[src/rtl/coh_rsp_pkg.sv]
package coh_rsp_pkg;

  typedef enum logic [2:0] {
    MSG_DATA      = 3'd0,
    MSG_DATA_EXCL = 3'd1,
    MSG_ACK       = 3'd2,
    MSG_WB_ACK    = 3'd3
  } msg_kind_e;

  typedef enum logic [2:0] {
    EV_DATA_EXCL = 3'd0,
    EV_DATA_PEER = 3'd1,
    EV_DATA_DONE = 3'd2,
    EV_DATA_PART = 3'd3,
    EV_ACK_DONE  = 3'd4,
    EV_ACK_PART  = 3'd5,
    EV_WB_DONE   = 3'd6,
    EV_FAULT     = 3'd7
  } evt_code_e;

  localparam int LS_LOAD_WAIT     = 1;
  localparam int LS_LOAD_WAIT_INV = 2;

endpackage

[src/rtl/rsp_ack_ledger.sv]
module rsp_ack_ledger #(
  parameter int N_ENTRY = 4,
  parameter int CNT_W   = 6,
  localparam int IDX_W  = $clog2(N_ENTRY)
) (
  input  logic                    clk,
  input  logic                    rst_n,
  input  logic                    claim_en,
  input  logic [IDX_W-1:0]        claim_idx,
  input  logic                    free_en,
  input  logic [IDX_W-1:0]        free_idx,
  input  logic                    upd_en,
  input  logic [IDX_W-1:0]        upd_idx,
  input  logic signed [CNT_W-1:0] upd_val,
  input  logic [IDX_W-1:0]        rd_idx,
  output logic                    rd_claimed,
  output logic signed [CNT_W-1:0] rd_cnt
);

  logic [N_ENTRY-1:0]        claimed_q;
  logic signed [CNT_W-1:0]   cnt_q [N_ENTRY];

  for (genvar e = 0; e < N_ENTRY; e++) begin : g_slot
    logic hit_claim, hit_free, hit_upd;
    assign hit_claim = claim_en && (claim_idx == IDX_W'(e));
    assign hit_free  = free_en  && (free_idx  == IDX_W'(e));
    assign hit_upd   = upd_en   && (upd_idx   == IDX_W'(e));

    always_ff @(posedge clk or negedge rst_n) begin
      if (!rst_n) begin
        claimed_q[e] <= 1'b0;
        cnt_q[e]     <= '0;
      end else if (hit_claim) begin
        claimed_q[e] <= 1'b1;
        cnt_q[e]     <= '0;
      end else if (hit_free) begin
        claimed_q[e] <= 1'b0;
        cnt_q[e]     <= '0;
      end else if (hit_upd) begin
        cnt_q[e]     <= upd_val;
      end
    end
  end

  assign rd_claimed = claimed_q[rd_idx];
  assign rd_cnt     = cnt_q[rd_idx];

endmodule

[src/rtl/rsp_classify.sv]
module rsp_classify
  import coh_rsp_pkg::*;
#(
  parameter int ACK_W   = 4,
  parameter int CNT_W   = 6,
  parameter int STATE_W = 3
) (
  input  logic [2:0]              kind,
  input  logic                    from_l1,
  input  logic [STATE_W-1:0]      line_state,
  input  logic signed [ACK_W-1:0] carried,
  input  logic signed [CNT_W-1:0] pending,
  input  logic                    claimed,
  output evt_code_e               code,
  output logic signed [CNT_W-1:0] remain,
  output logic                    store
);

  function automatic logic signed [CNT_W-1:0] acks_left(
    input logic signed [CNT_W-1:0] have,
    input logic signed [ACK_W-1:0] got
  );
    logic signed [CNT_W-1:0] got_ext;
    got_ext   = CNT_W'(got);
    acks_left = have - got_ext;
  endfunction

  logic signed [CNT_W-1:0] left;
  logic                    load_pending;

  assign left         = acks_left(pending, carried);
  assign load_pending = (line_state == STATE_W'(LS_LOAD_WAIT)) ||
                        (line_state == STATE_W'(LS_LOAD_WAIT_INV));

  always_comb begin
    code   = EV_FAULT;
    remain = '0;
    store  = 1'b0;
    if (claimed) begin
      case (kind)
        MSG_DATA_EXCL: begin
          code   = EV_DATA_EXCL;
          remain = pending;
        end
        MSG_DATA: begin
          if (from_l1 && load_pending) begin
            code   = EV_DATA_PEER;
            remain = pending;
          end else begin
            code   = (left == '0) ? EV_DATA_DONE : EV_DATA_PART;
            remain = left;
            store  = 1'b1;
          end
        end
        MSG_ACK: begin
          code   = (left == '0) ? EV_ACK_DONE : EV_ACK_PART;
          remain = left;
          store  = 1'b1;
        end
        MSG_WB_ACK: begin
          code   = EV_WB_DONE;
          remain = pending;
        end
        default: begin
          code   = EV_FAULT;
          remain = '0;
        end
      endcase
    end
  end

endmodule

[src/rtl/rsp_event_stage.sv]
module rsp_event_stage
  import coh_rsp_pkg::*;
#(
  parameter int IDX_W = 2,
  parameter int CNT_W = 6
) (
  input  logic                    clk,
  input  logic                    rst_n,
  input  logic                    in_fire,
  input  evt_code_e               in_code,
  input  logic [IDX_W-1:0]        in_idx,
  input  logic signed [CNT_W-1:0] in_remain,
  output logic                    can_take,
  output logic                    out_valid,
  input  logic                    out_ready,
  output evt_code_e               out_code,
  output logic [IDX_W-1:0]        out_idx,
  output logic signed [CNT_W-1:0] out_remain
);

  logic valid_q;

  assign can_take  = !valid_q || out_ready;
  assign out_valid = valid_q;

  always_ff @(posedge clk or negedge rst_n) begin
    if (!rst_n) begin
      valid_q    <= 1'b0;
      out_code   <= EV_FAULT;
      out_idx    <= '0;
      out_remain <= '0;
    end else if (in_fire) begin
      valid_q    <= 1'b1;
      out_code   <= in_code;
      out_idx    <= in_idx;
      out_remain <= in_remain;
    end else if (out_ready) begin
      valid_q    <= 1'b0;
    end
  end

endmodule

[src/rtl/coh_rsp_classifier.sv]
module coh_rsp_classifier
  import coh_rsp_pkg::*;
#(
  parameter int N_ENTRY = 4,
  parameter int ACK_W   = 4,
  parameter int CNT_W   = 6,
  parameter int STATE_W = 3,
  localparam int IDX_W  = $clog2(N_ENTRY)
) (
  input  logic               clk,
  input  logic               rst_n,
  input  logic               alloc_valid,
  input  logic [IDX_W-1:0]   alloc_idx,
  input  logic               release_valid,
  input  logic [IDX_W-1:0]   release_idx,
  input  logic               rsp_valid,
  output logic               rsp_ready,
  input  logic [2:0]         rsp_kind,
  input  logic               rsp_from_l1,
  input  logic [ACK_W-1:0]   rsp_acks,
  input  logic [IDX_W-1:0]   rsp_idx,
  input  logic [STATE_W-1:0] line_state,
  output logic               ev_valid,
  input  logic               ev_ready,
  output logic [2:0]         ev_code,
  output logic [IDX_W-1:0]   ev_idx,
  output logic [CNT_W-1:0]   ev_remain
);

  // Named internal events, visible to the bound checker
  logic                    acc_fire;
  logic                    acc_alloc;
  logic                    acc_store;
  evt_code_e               acc_code;
  logic signed [CNT_W-1:0] acc_remain;
  logic signed [CNT_W-1:0] acc_pending;

  evt_code_e               stage_code;
  logic signed [CNT_W-1:0] stage_remain;

  assign acc_fire = rsp_valid && rsp_ready;

  rsp_ack_ledger #(.N_ENTRY(N_ENTRY), .CNT_W(CNT_W)) u_ledger (
    .clk        (clk),
    .rst_n      (rst_n),
    .claim_en   (alloc_valid),
    .claim_idx  (alloc_idx),
    .free_en    (release_valid),
    .free_idx   (release_idx),
    .upd_en     (acc_fire && acc_store),
    .upd_idx    (rsp_idx),
    .upd_val    (acc_remain),
    .rd_idx     (rsp_idx),
    .rd_claimed (acc_alloc),
    .rd_cnt     (acc_pending)
  );

  rsp_classify #(.ACK_W(ACK_W), .CNT_W(CNT_W), .STATE_W(STATE_W)) u_class (
    .kind       (rsp_kind),
    .from_l1    (rsp_from_l1),
    .line_state (line_state),
    .carried    (rsp_acks),
    .pending    (acc_pending),
    .claimed    (acc_alloc),
    .code       (acc_code),
    .remain     (acc_remain),
    .store      (acc_store)
  );

  rsp_event_stage #(.IDX_W(IDX_W), .CNT_W(CNT_W)) u_stage (
    .clk        (clk),
    .rst_n      (rst_n),
    .in_fire    (acc_fire),
    .in_code    (acc_code),
    .in_idx     (rsp_idx),
    .in_remain  (acc_remain),
    .can_take   (rsp_ready),
    .out_valid  (ev_valid),
    .out_ready  (ev_ready),
    .out_code   (stage_code),
    .out_idx    (ev_idx),
    .out_remain (stage_remain)
  );

  assign ev_code   = stage_code;
  assign ev_remain = stage_remain;

endmodule

[config.mk]
export PLATFORM = sky130hd
export DESIGN_NAME = coh_rsp_classifier
export DESIGN_NICKNAME = d
export VERILOG_FILES = /design/src/rtl/coh_rsp_pkg.sv /design/src/rtl/rsp_ack_ledger.sv /design/src/rtl/rsp_classify.sv /design/src/rtl/rsp_event_stage.sv /design/src/rtl/coh_rsp_classifier.sv
export SDC_FILE = /design/constraint.sdc
export NUM_CORES = 1
export LEC_CHECK = 0
export ABC_CLOCK_PERIOD_IN_PS = 3100
export BUFFER_PORTS_ARGS = -buffer_cell sky130_fd_sc_hd__buf_2
export CELL_PAD_IN_SITES_DETAIL_PLACEMENT = 1
export CELL_PAD_IN_SITES_GLOBAL_PLACEMENT = 1
export CORE_ASPECT_RATIO = 2
export CORE_UTILIZATION = 44
export CTS_CLUSTER_DIAMETER = 40
export DETAILED_ROUTE_END_ITERATION = 8
export GPL_ROUTABILITY_DRIVEN = 0
export GPL_TIMING_DRIVEN = 0
export PLACE_DENSITY = 0.85
export SYNTH_ARGS = -nofsm -noshare
export SYNTH_HDL_FRONTEND = slang
export SYNTH_SLANG_ARGS = --single-unit
export TNS_END_PERCENT = 1
[constraint.sdc]
create_clock -name clk -period 3.1 [get_ports clk]
set_input_delay 0.155 -clock clk [delete_from_list [all_inputs] [get_ports clk]]
set_output_delay 0.155 -clock clk [all_outputs]
set_load 0.02 [all_outputs]
* Word level (Yosys, flattened, before mapping)
Index checks and enable logic that the tools add are counted.
Word-level totals: flip-flop bits (word level) 40, input bits 23
Operators by class: $add $sub $neg 1, magnitude comparators 2, equality and inequality tests 14, muxes and demuxes 38, bitwise operators 1, reductions and logical operators 33
Operators by type and width (count):
- 6-bit two-way mux | 16
- 6-bit one-hot mux with 3 select lines | 1
- 1-bit logical AND | 15
- 1-bit two-way mux | 15
- 6-bit binary-select mux with 2-bit select | 1
- 2-bit == test, second input constant | 6
- 3-bit one-hot mux with 4 select lines | 1
- 3-bit nonzero test | 4
- 2-bit nonzero test | 5
- 3-bit by 2-bit == test with 1-bit output, second input constant | 3
- 2-bit by 1-bit == test with 1-bit output, second input constant | 3
- 3-bit by 1-bit == test with 1-bit output, second input constant | 2
- 2-bit zero test | 3
- 6-bit zero test | 1
- 3-bit two-way mux | 2
- 6-bit by 4-bit subtractor with 6-bit output | 1
- 3-bit >= comparator, second input constant | 1
- 3-bit zero test | 1
- 2-bit by 3-bit < comparator with 1-bit output, second input constant | 1
- 2-bit NOT with 3-bit output | 1
- 1-bit binary-select mux with 2-bit select | 1
- 1-bit logical OR | 2
- 1-bit one-hot mux with 2 select lines | 1
- 2-bit OR reduction | 1
- 1-bit zero test | 1

* Logic depth before layout (Yosys ltp)
depth in word-level cells 11, depth in mapped cells 10

* Cells and area by module
A second synthesis with hierarchy kept.
Unflattened totals: cells, all modules 193, area, all modules 2253.4 µm²
By module, submodules not included:
- rsp_ack_ledger | instances 1, cells an instance 109, area an instance 1345.0 µm²
- rsp_event_stage | instances 1, cells an instance 26, area an instance 485.5 µm²
- rsp_classify | instances 1, cells an instance 56, area an instance 410.4 µm²
- coh_rsp_classifier | instances 1, cells an instance 2, area an instance 12.5 µm²

* Worst setup path before layout
No wires, ideal clock.
kind register to register, start register u_ledger.cnt_q[2] (netlist bit), end register u_ledger.cnt_q[23] (netlist bit), setup time 121 ps, arrival 2145 ps, required time 2979 ps, path slack 834 ps, stages on the path, launching flop included 8, path buffers 0, clock period less this slack 2266 ps, path through dfrtp_1 > mux4_2 > ha_1 > a21oi_1 > a21oi_1 > or3_4 > and2_4 > a22o_1
On the way: word-level cells in the longest chain between the ends 10
Ends and longest elaborated chain:
- from (decl) | line rsp_ack_ledger.sv:21 | logic signed [CNT_W-1:0] cnt_q [N_ENTRY];
- from (signal, indexed assignment) | line rsp_ack_ledger.sv:40 | cnt_q[e] <= upd_val;
- 6-bit binary-select mux with 2-bit select * | line rsp_ack_ledger.sv:46 | assign rd_cnt = cnt_q[rd_idx];
- 6-bit two-way mux (implied by the code) * (2 in series) | line rsp_ack_ledger.sv:46
- 6-bit by 4-bit subtractor with 6-bit output * | line rsp_classify.sv:25 | acks_left = have - got_ext;
- 6-bit two-way mux | line rsp_classify.sv:46 | if (from_l1 && load_pending) begin
- 6-bit one-hot mux with 3 select lines * | line rsp_classify.sv:40 | case (kind)
- 6-bit two-way mux * | line rsp_classify.sv:39 | if (claimed) begin
- 6-bit two-way mux * | line rsp_ack_ledger.sv:39 | end else if (hit_upd) begin
- 6-bit two-way mux * | line rsp_ack_ledger.sv:36 | end else if (hit_free) begin
- 6-bit two-way mux * | line rsp_ack_ledger.sv:33 | end else if (hit_claim) begin
Mark *: on every way between the ends. The rest lies on a longest branch, timed or not. The select of a mux whose other input is x is not followed. A chain may end at the register's enable or synchronous reset.

* Worst setup path in the final report
start register u_ledger.cnt_q[0] (netlist bit), end register u_stage.out_remain[1]
On the way: word-level cells in the longest chain between the ends 7
Ends and longest elaborated chain:
- 6-bit binary-select mux with 2-bit select * | line rsp_ack_ledger.sv:46
- 6-bit two-way mux (implied by the code) * (2 in series) | line rsp_ack_ledger.sv:46
- 6-bit by 4-bit subtractor with 6-bit output * | line rsp_classify.sv:25
- 6-bit two-way mux | line rsp_classify.sv:46
- 6-bit one-hot mux with 3 select lines * | line rsp_classify.sv:40
- 6-bit two-way mux * | line rsp_classify.sv:39
- to (signal assigned) | line rsp_event_stage.sv:36 | out_remain <= in_remain;
- to (decl) | line rsp_event_stage.sv:18 | output logic signed [CNT_W-1:0] out_remain
Marked as above.

==> results.md <==
* Die area at ~5400 um^2
* Crit Path Category: reg2reg
* Max-slew violations at 0
* Fraction of registers with async set/reset at 100%
* Data arrival, critical path at approximately 2.8 ns
* Fraction of power spent switching nets at between 20% and 30%
* Antenna violations before repair at 0
* RSZ-0062 raised after global routing: false
* Area Growth Syn to Fin at 16.6%
* Max-cap violations at 0
* Max Fclk at 0.387 GHz
* Die H at between 100 and 150 um
* Failing checks: negative hold slack
* FP Rows at 36
* First-pass GRT wire length at about 9500 um
* Vias at roughly 1800
* Post-synth top flop: dfrtp_1
* Hold Slack at -0.0214 ns
* CTS tree: built
* Flop pwr share at ~46%
* Root Buffer: clkbuf_8
* Compound-gate portion of the synthesized area at 17.7%
* Mux cell area share after synthesis at under 10%
* Sequential element share of the synthesized area at about 45%
* Vias in the first global route at roughly 2000
* Initial Utilization at 45.7%
* WL final at between 5000 and 6000 um
* Synthesized instance count at between 200 and 250
* # fillers at approximately 570
* Yosys warns at 0
* Gr usage total at ~25%
* Layout Nets at between 200 and 300
* Antenna viol nets, final at 0
* Antenna diode count at 0
* CP endpoint kind: register
* Share of cells above drive strength 1 at a little under a third
* Critical Path Source: u_ledger.cnt_q[0]$_DFFE_PN0P_
* Rel. slew slack at roughly two fifths
* Mean Syn Cell Area at around 11 um^2
* I/O pin total at 36
* Core Area at ~5000 um^2
* Die X at roughly 53 um
* Largest family of logic cells by synthesized area: simple AND/OR/NAND/NOR gates
* Synth Area in Simple Gates at 18.3%
* Clk_lat worst skew at 0.29 ns
* Crit-path max FO at 5
* Post-CTS Hold Buffers at 0
* Clk sinks at 40
* Wire per inst at approximately 19 um
* Clk slew on worst S/H paths at 0.08 ns
* Int Power at approximately 0.00092 W
* Crit start category: register
* Synth Area in XOR/XNOR at between 1.5 and 2%
* Synth top cells by count: 37 x dfrtp_1, 27 x nand2_1, 20 x a22o_1
* Largest net degree at the start of global routing at slightly above 40
* Worst-margin pin slew at just over 0.9 ns
* Remaining Overflow, GRT at 0
* Synthesized area at 2250 um^2
* TritonRoute pass-1 iters at 4
* Clock power share at 37.0%
* Dominant cell type by area after synthesis: dfrtp_1
* Post-Place Worst Slack at ~0.26 ns
* Syn nets at between 200 and 250
* Count of final setup violators at 0
* Min cycle time layout at between 2 and 3 ns
* Post-route setup slack at a little over 0.5 ns
* Status: finished, violations left
* Top cell type's share of synthesized area at between 40% and 50%
* Tcrit/Tclk final at about 83%
* Final Hold Violating Endpoints at 12
* Reg2reg start: u_ledger.cnt_q[0]$_DFFE_PN0P_
* Comb pwr share at approximately 18%
* Adder-Cell Fraction of Synth Area at ~4.2%
* Clk buf depth at 2
* Htree depth at 2
* Main area contributors after synthesis: dfrtp_1 41%, a22o_1 7.8%, mux4_2 7.0%, nand2_1 4.5%, dfstp_2 3.5%
* Clock skew at 0.00794 ns
* Pwr dens at between 400 and 500 nW/um^2
* Post-synth EDFFs at 0
* Pleak at approximately 1.2 nW
* Peak VDD IR at approximately 430 uV
* TNS Setup at 0 ns
* DRC viols at 0
* Post-DR vias/cell at approximately 6.0
* Cts bufs inserted at 5
* Starting DRC count in detailed routing at 50
* Worst Path Required at approximately 3.3 ns
* R2R depth at 7
* Util after Layout at roughly 53%
* Sw Pwr at between 0.0003 and 0.0004 W
* #FFs+latches synth at 40
* Worst Hold Class: in2async
* Setup Buffers After CTS at 0
* Most common cell in the netlist: dfrtp_1
* Cell variety after synth at 49
* IO Port Bufs at 35
* DP HPWL at between 4000 and 5000 um
* Post-CTS sizing at 0
==> final timing paths <==
| check | end | slack (ns) |
|---|---|---|
| max in group asynchronous | u_stage.out_remain[2]$_DFFE_PN0P_ | 2.54 |
| hold / removal | u_stage.out_remain[1]$_DFFE_PN0P_ | -0.02 |
| min in group clk | u_ledger.claimed_q[2]$_DFFE_PN0P_ | 0.11 |
| setup / recovery | u_stage.out_remain[1]$_DFFE_PN0P_ | 0.51 |
| setup reg to reg | u_stage.out_remain[1]$_DFFE_PN0P_ | 0.51 |
| hold reg to reg | u_stage.out_remain[4]$_DFFE_PN0P_ | 0.48 |
==> cell families after synthesis <==
family	Yosys count
AOI/OAI and AO/OA	53
DFF	40
xor gates and xnor gates	5
muxes	13
and+or+nand+nor	74
buffers and inverters	15
adders and majority gates	7
==> worst max-delay path: stages (launching register included) <==
cell	delay, ns
dfrtp_1	0.38
mux4_2	0.48
inv_1	0.08
ha_1	0.17
fa_1	0.44
or2_2	0.32
a21oi_1	0.41
mux2_2	0.25
==> placed cells by master, fill, tap and decap left out, types with 2 or more instances in the layout <==
cell      instances
mux4_2            7
o21ai_1           4
a21oi_1           7
dfrtp_1          37
a41oi_1           2
nor2b_1           2
buf_2            37
a22o_1           20
nor2_1           10
xor2_1            2
nand2_1          27
ha_1              6
mux2_2            5
xnor2_1           3
a31oi_1           3
o21ai_0           7
dfstp_2           3
nand3_1           6
nand3b_1          4
a21o_1            2
clkbuf_8          7
nand2b_1          6
inv_1             9
nor4_2            4
or2_2             2
or4_1             3
==> power groups by stage <==
stage | Combinational (W) | Clock [W] | Sequential, W
floorplan | 0.000115 | 0 | 0.000600
global placement | 0.000214 | 0 | 0.000579
detailed placement | 0.000220 | 0 | 0.000581
CTS | 0.000222 | 0.000478 | 0.000571
global route | 0.000243 | 0.000489 | 0.000575
finish | 0.000220 | 0.000464 | 0.000571
==> layout make-up <==
class                   count  area [um^2]  area share, %
clock inverters             1         30.0           1.15
well taps                  57         71.3           2.72
repair buffers             35          175           6.69
plain buffers               6         36.3           1.39
clock buffers               7         96.3           3.68
multi-input cells         152         1170           44.7
flip-flops and latches     40         1000           38.4
inverters                   9         33.8           1.29
==> through the flow <==
stage / power (W) / cells / hold slack [ns] / instance area (um^2)
2_1_floorplan: 0.000715 / 207 / -0.141 / 2250
3_3_place_gp: 0.000793 / 299 / 0.320 / 2490
3_5_place_dp: 0.000802 / 299 / 0.323 / 2490
4_1_cts: 0.00127 / 307 / 0.00105 / 2620
5_1_grt: 0.00131 / 307 / 0.0542 / 2620
6_report: 0.00126 / 307 / -0.0214 / 2620
==> layer usage <==
layer,GRT usage (%),vias up,routed length (um)
met3,3.54,18,105
met4,14.6,0,242
met1,25.4,924,2050
met2,45.4,43,3310
met5,0,-,0
li1,-,856,-
==> state kept, by name, indices dropped and copies added, names as in the netlist <==
register,cells
u_ledger.claimed_q,4
u_ledger.cnt_q,24
u_stage.out_code,3
u_stage.out_idx,2
u_stage.out_remain,6
u_stage.out_valid,1
(Power assumes the default switching activity.)
